$ cat src/rtl/pkt_trace_pkg.sv
package pkt_trace_pkg;

  typedef struct packed {
    logic       first;
    logic       last;
    logic       is_tx;
    logic [7:0] data;
  } trc_item_t;

  typedef enum logic [2:0] {
    ST_IDLE,
    ST_MARK,
    ST_DATA,
    ST_GAP,
    ST_TAIL
  } trc_state_t;

endpackage

$ cat src/rtl/ptl_fifo.sv
module ptl_fifo
  import pkt_trace_pkg::*;
#(
  parameter int DEPTH = 4,
  localparam int AW = $clog2(DEPTH),
  localparam int LW = AW + 1
) (
  input  logic      clk,
  input  logic      rst_n,
  input  logic      flush,
  input  logic      push,
  input  trc_item_t push_item,
  input  logic      pop,
  output trc_item_t head,
  output logic      empty,
  output logic      full,
  output logic [LW-1:0] level
);

  trc_item_t         mem [DEPTH];
  logic [AW-1:0]     wp_q, wp_n, rp_q, rp_n;
  logic [LW-1:0]     cnt_q, cnt_n;
  logic              do_push, do_pop;

  assign empty = (cnt_q == '0);
  assign full  = (cnt_q == LW'(DEPTH));
  assign head  = mem[rp_q];
  assign level = cnt_q;

  always_comb begin
    do_push = push & ~full & ~flush;
    do_pop  = pop & ~empty & ~flush;
    wp_n    = wp_q;
    rp_n    = rp_q;
    cnt_n   = cnt_q;
    if (flush) begin
      wp_n  = '0;
      rp_n  = '0;
      cnt_n = '0;
    end else begin
      if (do_push) wp_n = wp_q + AW'(1);
      if (do_pop)  rp_n = rp_q + AW'(1);
      if (do_push && !do_pop)      cnt_n = cnt_q + LW'(1);
      else if (do_pop && !do_push) cnt_n = cnt_q - LW'(1);
    end
  end

  always_ff @(posedge clk or negedge rst_n) begin
    if (!rst_n) begin
      wp_q  <= '0;
      rp_q  <= '0;
      cnt_q <= '0;
    end else begin
      wp_q  <= wp_n;
      rp_q  <= rp_n;
      cnt_q <= cnt_n;
    end
  end

  always_ff @(posedge clk) begin
    if (do_push) mem[wp_q] <= push_item;
  end

endmodule

$ cat src/rtl/ptl_baud.sv
module ptl_baud #(
  parameter int HALF_DIV = 500,
  localparam int PERIOD = 2 * HALF_DIV,
  localparam int CW = $clog2(PERIOD)
) (
  input  logic clk,
  input  logic rst_n,
  input  logic run,
  output logic hi_half,
  output logic bit_end
);

  localparam logic [CW-1:0] LAST_CNT = CW'(PERIOD - 1);
  localparam logic [CW-1:0] HALF_CNT = CW'(HALF_DIV);

  logic [CW-1:0] cnt_q, cnt_n;

  assign hi_half = run & (cnt_q >= HALF_CNT);
  assign bit_end = run & (cnt_q == LAST_CNT);

  always_comb begin
    if (!run || cnt_q == LAST_CNT) cnt_n = '0;
    else                           cnt_n = cnt_q + CW'(1);
  end

  always_ff @(posedge clk or negedge rst_n) begin
    if (!rst_n) cnt_q <= '0;
    else        cnt_q <= cnt_n;
  end

endmodule

$ cat src/rtl/ptl_shift.sv
module ptl_shift
  import pkt_trace_pkg::*;
(
  input  logic      clk,
  input  logic      rst_n,
  input  logic      en,
  input  logic      empty,
  input  trc_item_t head,
  input  logic      hi_half,
  input  logic      bit_end,
  output logic      pop,
  output logic      run,
  output logic      busy,
  output logic      trc_clk,
  output logic      trc_data,
  output logic      trc_frame
);

  trc_state_t state_q, state_n;
  logic [7:0] sh_q, sh_n;
  logic [2:0] bidx_q, bidx_n;
  logic       last_q, last_n;
  logic       dir_q, dir_n;
  logic       oclk_n, odata_n, oframe_n;

  always_comb begin
    state_n = state_q;
    sh_n    = sh_q;
    bidx_n  = bidx_q;
    last_n  = last_q;
    dir_n   = dir_q;
    pop     = 1'b0;
    unique case (state_q)
      ST_IDLE: begin
        if (en && !empty) begin
          pop = 1'b1;
          if (head.first) begin
            state_n = ST_MARK;
            sh_n    = head.data;
            last_n  = head.last;
            dir_n   = head.is_tx;
          end
        end
      end
      ST_MARK: begin
        if (bit_end) begin
          state_n = en ? ST_DATA : ST_TAIL;
          bidx_n  = '0;
        end
      end
      ST_DATA: begin
        if (bit_end) begin
          if (bidx_q == 3'd7) begin
            bidx_n = '0;
            if (last_q || !en) begin
              state_n = ST_TAIL;
            end else if (!empty) begin
              pop    = 1'b1;
              sh_n   = head.data;
              last_n = head.last;
            end else begin
              state_n = ST_GAP;
            end
          end else begin
            sh_n   = {1'b0, sh_q[7:1]};
            bidx_n = bidx_q + 3'd1;
          end
        end
      end
      ST_GAP: begin
        if (!en) begin
          state_n = ST_TAIL;
        end else if (!empty) begin
          pop     = 1'b1;
          sh_n    = head.data;
          last_n  = head.last;
          bidx_n  = '0;
          state_n = ST_DATA;
        end
      end
      ST_TAIL: begin
        if (bit_end) state_n = ST_IDLE;
      end
      default: state_n = ST_IDLE;
    endcase
  end

  always_comb begin
    run      = (state_q == ST_MARK) || (state_q == ST_DATA) || (state_q == ST_TAIL);
    busy     = (state_q != ST_IDLE);
    oclk_n   = 1'b0;
    odata_n  = 1'b0;
    oframe_n = 1'b0;
    unique case (state_q)
      ST_MARK: begin oclk_n = hi_half; odata_n = dir_q;   oframe_n = 1'b1; end
      ST_DATA: begin oclk_n = hi_half; odata_n = sh_q[0]; oframe_n = 1'b1; end
      ST_GAP:  begin oframe_n = 1'b1; end
      default: ;
    endcase
  end

  always_ff @(posedge clk or negedge rst_n) begin
    if (!rst_n) begin
      state_q   <= ST_IDLE;
      sh_q      <= '0;
      bidx_q    <= '0;
      last_q    <= 1'b0;
      dir_q     <= 1'b0;
      trc_clk   <= 1'b0;
      trc_data  <= 1'b0;
      trc_frame <= 1'b0;
    end else begin
      state_q   <= state_n;
      sh_q      <= sh_n;
      bidx_q    <= bidx_n;
      last_q    <= last_n;
      dir_q     <= dir_n;
      trc_clk   <= oclk_n;
      trc_data  <= odata_n;
      trc_frame <= oframe_n;
    end
  end

endmodule

$ cat src/rtl/pkt_trace_ser.sv
module pkt_trace_ser
  import pkt_trace_pkg::*;
#(
  parameter int HALF_DIV   = 500,
  parameter int FIFO_DEPTH = 4,
  localparam int LVL_W = $clog2(FIFO_DEPTH) + 1
) (
  input  logic       clk,
  input  logic       rst_n,
  input  logic       trace_en,
  input  logic       pkt_valid,
  input  logic [7:0] pkt_byte,
  input  logic       pkt_first,
  input  logic       pkt_last,
  input  logic       pkt_is_tx,
  input  logic [2:0] gpio_dout,
  output logic [2:0] pad_out,
  output logic       pad_own,
  output logic       drop_flag
);

  trc_item_t        in_item, head;
  logic             fifo_empty, fifo_full, fifo_push, fifo_pop;
  logic [LVL_W-1:0] fifo_level;
  logic             hi_half, bit_end, run, busy;
  logic             trc_clk, trc_data, trc_frame;
  logic             drop_n;

  assign in_item   = '{first: pkt_first, last: pkt_last, is_tx: pkt_is_tx, data: pkt_byte};
  assign fifo_push = pkt_valid & trace_en;

  ptl_fifo #(.DEPTH(FIFO_DEPTH)) u_fifo (
    .clk       (clk),
    .rst_n     (rst_n),
    .flush     (~trace_en),
    .push      (fifo_push),
    .push_item (in_item),
    .pop       (fifo_pop),
    .head      (head),
    .empty     (fifo_empty),
    .full      (fifo_full),
    .level     (fifo_level)
  );

  ptl_baud #(.HALF_DIV(HALF_DIV)) u_baud (
    .clk     (clk),
    .rst_n   (rst_n),
    .run     (run),
    .hi_half (hi_half),
    .bit_end (bit_end)
  );

  ptl_shift u_shift (
    .clk       (clk),
    .rst_n     (rst_n),
    .en        (trace_en),
    .empty     (fifo_empty),
    .head      (head),
    .hi_half   (hi_half),
    .bit_end   (bit_end),
    .pop       (fifo_pop),
    .run       (run),
    .busy      (busy),
    .trc_clk   (trc_clk),
    .trc_data  (trc_data),
    .trc_frame (trc_frame)
  );

  always_comb begin
    drop_n = drop_flag | (fifo_push & fifo_full);
  end

  always_ff @(posedge clk or negedge rst_n) begin
    if (!rst_n) drop_flag <= 1'b0;
    else        drop_flag <= drop_n;
  end

  assign pad_own = trace_en | busy;
  assign pad_out = pad_own ? {trc_frame, trc_data, trc_clk} : gpio_dout;

endmodule

$ cat config.mk
export PLATFORM = sky130hd
export DESIGN_NAME = pkt_trace_ser
export DESIGN_NICKNAME = d
export VERILOG_FILES = /design/src/rtl/pkt_trace_pkg.sv /design/src/rtl/ptl_fifo.sv /design/src/rtl/ptl_baud.sv /design/src/rtl/ptl_shift.sv /design/src/rtl/pkt_trace_ser.sv
export SDC_FILE = /design/constraint.sdc
export NUM_CORES = 1
export LEC_CHECK = 0
export BUFFER_PORTS_ARGS = -buffer_cell sky130_fd_sc_hd__clkbuf_2
export CAP_MARGIN = 15
export CORE_MARGIN = 4
export CORE_UTILIZATION = 52
export CTS_CLUSTER_DIAMETER = 150
export CTS_CLUSTER_SIZE = 40
export DETAILED_ROUTE_END_ITERATION = 16
export PLACE_DENSITY_LB_ADDON = 0.1
export SETUP_SLACK_MARGIN = 0.4
export SYNTH_ARGS = -nofsm -noshare
export SYNTH_HDL_FRONTEND = slang
export SYNTH_HIERARCHICAL = 1
export SYNTH_SLANG_ARGS = --single-unit
$ cat constraint.sdc
create_clock -name clk -period 3.6 [get_ports clk]
set_input_delay 0.72 -clock clk [delete_from_list [all_inputs] [get_ports clk]]
set_output_delay 0.72 -clock clk [all_outputs]
set_load 0.02 [all_outputs]
==> impl_metrics.ini <==
[outcome]
outcome = completed

[synth]
postSynthNetCount = 337
syn_area_sq_mm = 0.00398
ys_seq_area_share_pct = 56.5
yosysWarnings = 6
synthArstFlopShare_pct = 45.7
synthCells = 310
ys_ff_latch = 81
avgSynthCellArea_sq_um = 12.8
synth_flop_cell = edfxtp_1
synth_cell_types = 62
synth-edff-count = 44

[floorplan]
rows = 31
ios = 23
start_util_pct = 54.3
core_area_sq_mm = 0.00733
dieArea_sq_mm = 0.00912
fp.dieH_um = 95.5
die_w_um = 95.5

[drt]
wl_per_cell_um = 16.7
drcViolationCount = 0
top_layer = met4
dr.pass1.iters = 5
routed_wl_um = 7420
wl_met1_um = 3380
wl_met3_um = 315
drt_iter0_markers = 126
wl_met2_um = 3670
final_antenna_net_count = 0
viasPerCell = 5.76
vias = 2556

[worst_hold_path]
min_delay_path_depth = 1
hold_path_class = reg2reg

[timing]
finalSetupTns_ps = 0
whs_ps = 480
max_slew_margin_pct = 35.9
slew_viol_final = 0
worstMarginPinSlew_ps = 961
min_period_ps = 2960
finalSetupViolations = 0
hold_viol = 0
min_period_over_period_pct = 82.3
finalClockSkew_ps = 14.8
fmax_mhz = 337
rsz0062_at_grt = false

[final_layout]
n_fill_cell = 597
multi_input_area_sq_mm = 0.00159
seq_area_sq_mm = 0.00225
nNetsFinal = 367
syn2layout_area_growth_pct = 11.8
layout-drive-gt1-share_pct = 24.6
instances_no_fill = 444
antennaDiodeCount = 0

[place]
numPortBuffers = 22
gp_congestion = 0.885
dpl.hpwl_um = 4900
placed_cells = 422

[critical_path]
slowest_stage = fa_1
worstRegToRegCells = 12
startpoint_type = flop
cp.depth = 12
cp.required_ps = 3870
path_class = reg2reg
worst-r2r-setup-slack_ps = 640
path_buf_inv = 0
cp_max_fo = 5
cp_cell_sequence = ha_2, nand4b_1, nor4_4, nand2_2, o211ai_1, o21ai_1, nor3_2, a211oi_2, fa_1, a311oi_1, o21ai_1, a211oi_2
critPathTopFamily = compound AO/OA/AOI/OAI gates
crit_path_end_kind = flop
cp.arrival_ps = 3230
critPathMaxStageDelay_ps = 500

[clock_network]
clock_sinks = 81
htreeDepth = 3
root_buffer = clkbuf_8
clock_latency_ps = 340
numCtsBuffers = 9
cts.path.max_buffers = 2
cts_tree = yes
clk_pin_slew_ps = 100

[power]
power_density_mw_per_mm2 = 526
peakVddDrop_v = 0.000287
power_leakage_uw = 0.00172

[global_routing]
track_usage_pct = 17.7
grt_pass1_vias = 2501
overflow = 0
grt_pass1_wl_um = 12200
grt_max_degree = 38
antenna_found_initial = 0

[job]
drv_cap = 0
==> cell type report <==
class,count,share of cell area (%)
Multi-Input combinational cell,192,35.7
Sequential cell,81,50.5
Inverter,20,1.74
Clock buffer,9,2.78
Timing Repair Buffer,36,4.84
Clock inverter,7,1.60
Tap cell,99,2.78
==> cells by family (layout without fill, tap and decap cells) <==
group	count (synthesis)	count (layout)	synth area share (%)
fa+ha+maj	9	9	3.02
flops	81	81	56.5
xor+xnor	8	8	1.76
buf+inv	37	72	4.46
mux	22	22	9.46
simple gates	84	84	11.4
compound gates	69	69	13.4
==> layout by cell type, fill, tap and decap left out, types with 3 or more instances in the layout <==
master / synthesis / final
dfrtp_1: 37 / 36
nor2b_1: 6 / 5
a21oi_1: 7 / 7
nand2_1: 13 / 12
mux2_4: 3 / 3
xor2_1: 5 / 5
edfxtp_1: 44 / 44
nor2_1: 21 / 21
o21ai_1: 4 / 6
nor3_1: 4 / 3
nand4_1: 3 / 3
clkbuf_2: 0 / 22
clkbuf_8: 0 / 9
ha_1: 8 / 7
o21ai_0: 12 / 10
xnor2_1: 3 / 3
o211ai_1: 3 / 3
nand3_1: 10 / 10
mux2_1: 3 / 3
inv_1: 20 / 19
buf_4: 3 / 14
nand2b_1: 3 / 3
and3_1: 3 / 3
mux4_2: 11 / 11
a22o_1: 14 / 14
and2_1: 5 / 5
o21a_1: 3 / 3
mux2i_1: 5 / 5
==> flip-flops by register name (all words and copies together), names as in the netlist, 2 cells and up <==
| register | count |
|---|---|
| u_fifo/mem | 44 |
| u_baud/cnt_q | 10 |
| u_shift/sh_q | 8 |
| u_fifo/level | 3 |
| u_shift/bidx_q | 3 |
| u_shift/state_q | 3 |
| u_fifo/rp_q | 2 |
| u_fifo/wp_q | 2 |
==> power by group <==
part	internal, uW	switching, uW	total (uW)	leakage, uW
clock	271	373	644	0.0000931
sequential	1080	89.2	1170	0.000892
combinational	243	281	524	0.000731
==> cell usage after synthesis (all sizes together), types with 2 or more instances <==
cell    number  area share (%)
a21o         3            0.75
o31ai        2            0.38
nand2b       3            0.47
nor2b        6            0.94
o211ai       3            0.57
a21oi        8             1.3
mux2i        5             1.3
a31oi        2            0.31
or3          2            0.31
nor3         4            0.50
and2         6            0.97
a22o        14             3.1
a21boi       2            0.38
nand4b       2            0.44
and3         3            0.47
nor4         2            0.31
o21a         3            0.57
xor2         5             1.1
nand2       13             1.2
a22oi        2            0.38
nand3b       2            0.38
nand4        4            0.79
a311oi       2            0.60
clkbuf       2            0.19
edfxtp      44              33
a32o         2            0.50
xnor2        3            0.66
o21ai       17             2.4
ha           8             2.5
inv         20             1.9
nand3       10             1.3
dfrtp       37              23
a211oi       2            0.50
nor2        22             2.3
mux4        11             6.2
mux2         6             2.0
buf         15             2.4
==> per-layer routing <==
| layer | vias to the layer above | global-route usage, % |
|---|---|---|
| met4 | 0 | 6.16 |
| met5 | - | 0 |
| met1 | 1270 | 23.7 |
| li1 | 1220 | - |
| met2 | 62 | 29.2 |
| met3 | 4 | 3.24 |
==> timing repair <==
action | in CTS | in global routing
hold buffers | 0 | 0
resized for setup | 1 | 4
buffers inserted | 0 | 6
pin swaps | 0 | 4
setup endpoints to repair | 2 | 2
endpoints found under the hold margin | 0 | 0
==> final timing paths <==
path	startpoint	endpoint
setup reg to reg	u_baud/cnt_q[1]	u_fifo/level[1]
hold / removal	drop_flag	drop_flag
hold reg to reg	drop_flag	drop_flag
setup / recovery	u_baud/cnt_q[1]	u_fifo/level[1]
max in group asynchronous	rst_n	u_shift/state_q[2]
min in group asynchronous	rst_n	u_baud/cnt_q[7]
==> per-stage QoR <==
stage | setup WS (ps) | cell area [sq um] | total power (uW) | util, %
3_3_place_gp | 446 | 4190 | 1660 | 57.1
4_1_cts | 434 | 4380 | 2320 | 59.8
2_1_floorplan | 314 | 4030 | 1560 | -
3_5_place_dp | 349 | 4190 | 1670 | 57.1
5_1_grt | 433 | 4450 | 2470 | 60.7
6_report | 636 | 4450 | 2340 | 60.7
==> worst reg2reg max path: stages, from the launching register on <==
cell and delay (ps):
dfrtp_1 400, ha_2 240, nand4b_1 200, nor4_4 300, nand2_2 100, o211ai_1 200, o21ai_1 110, nor3_2 240
a211oi_2 110, fa_1 500, a311oi_1 200, o21ai_1 120, a211oi_2 180
(Power assumes the default switching activity.)
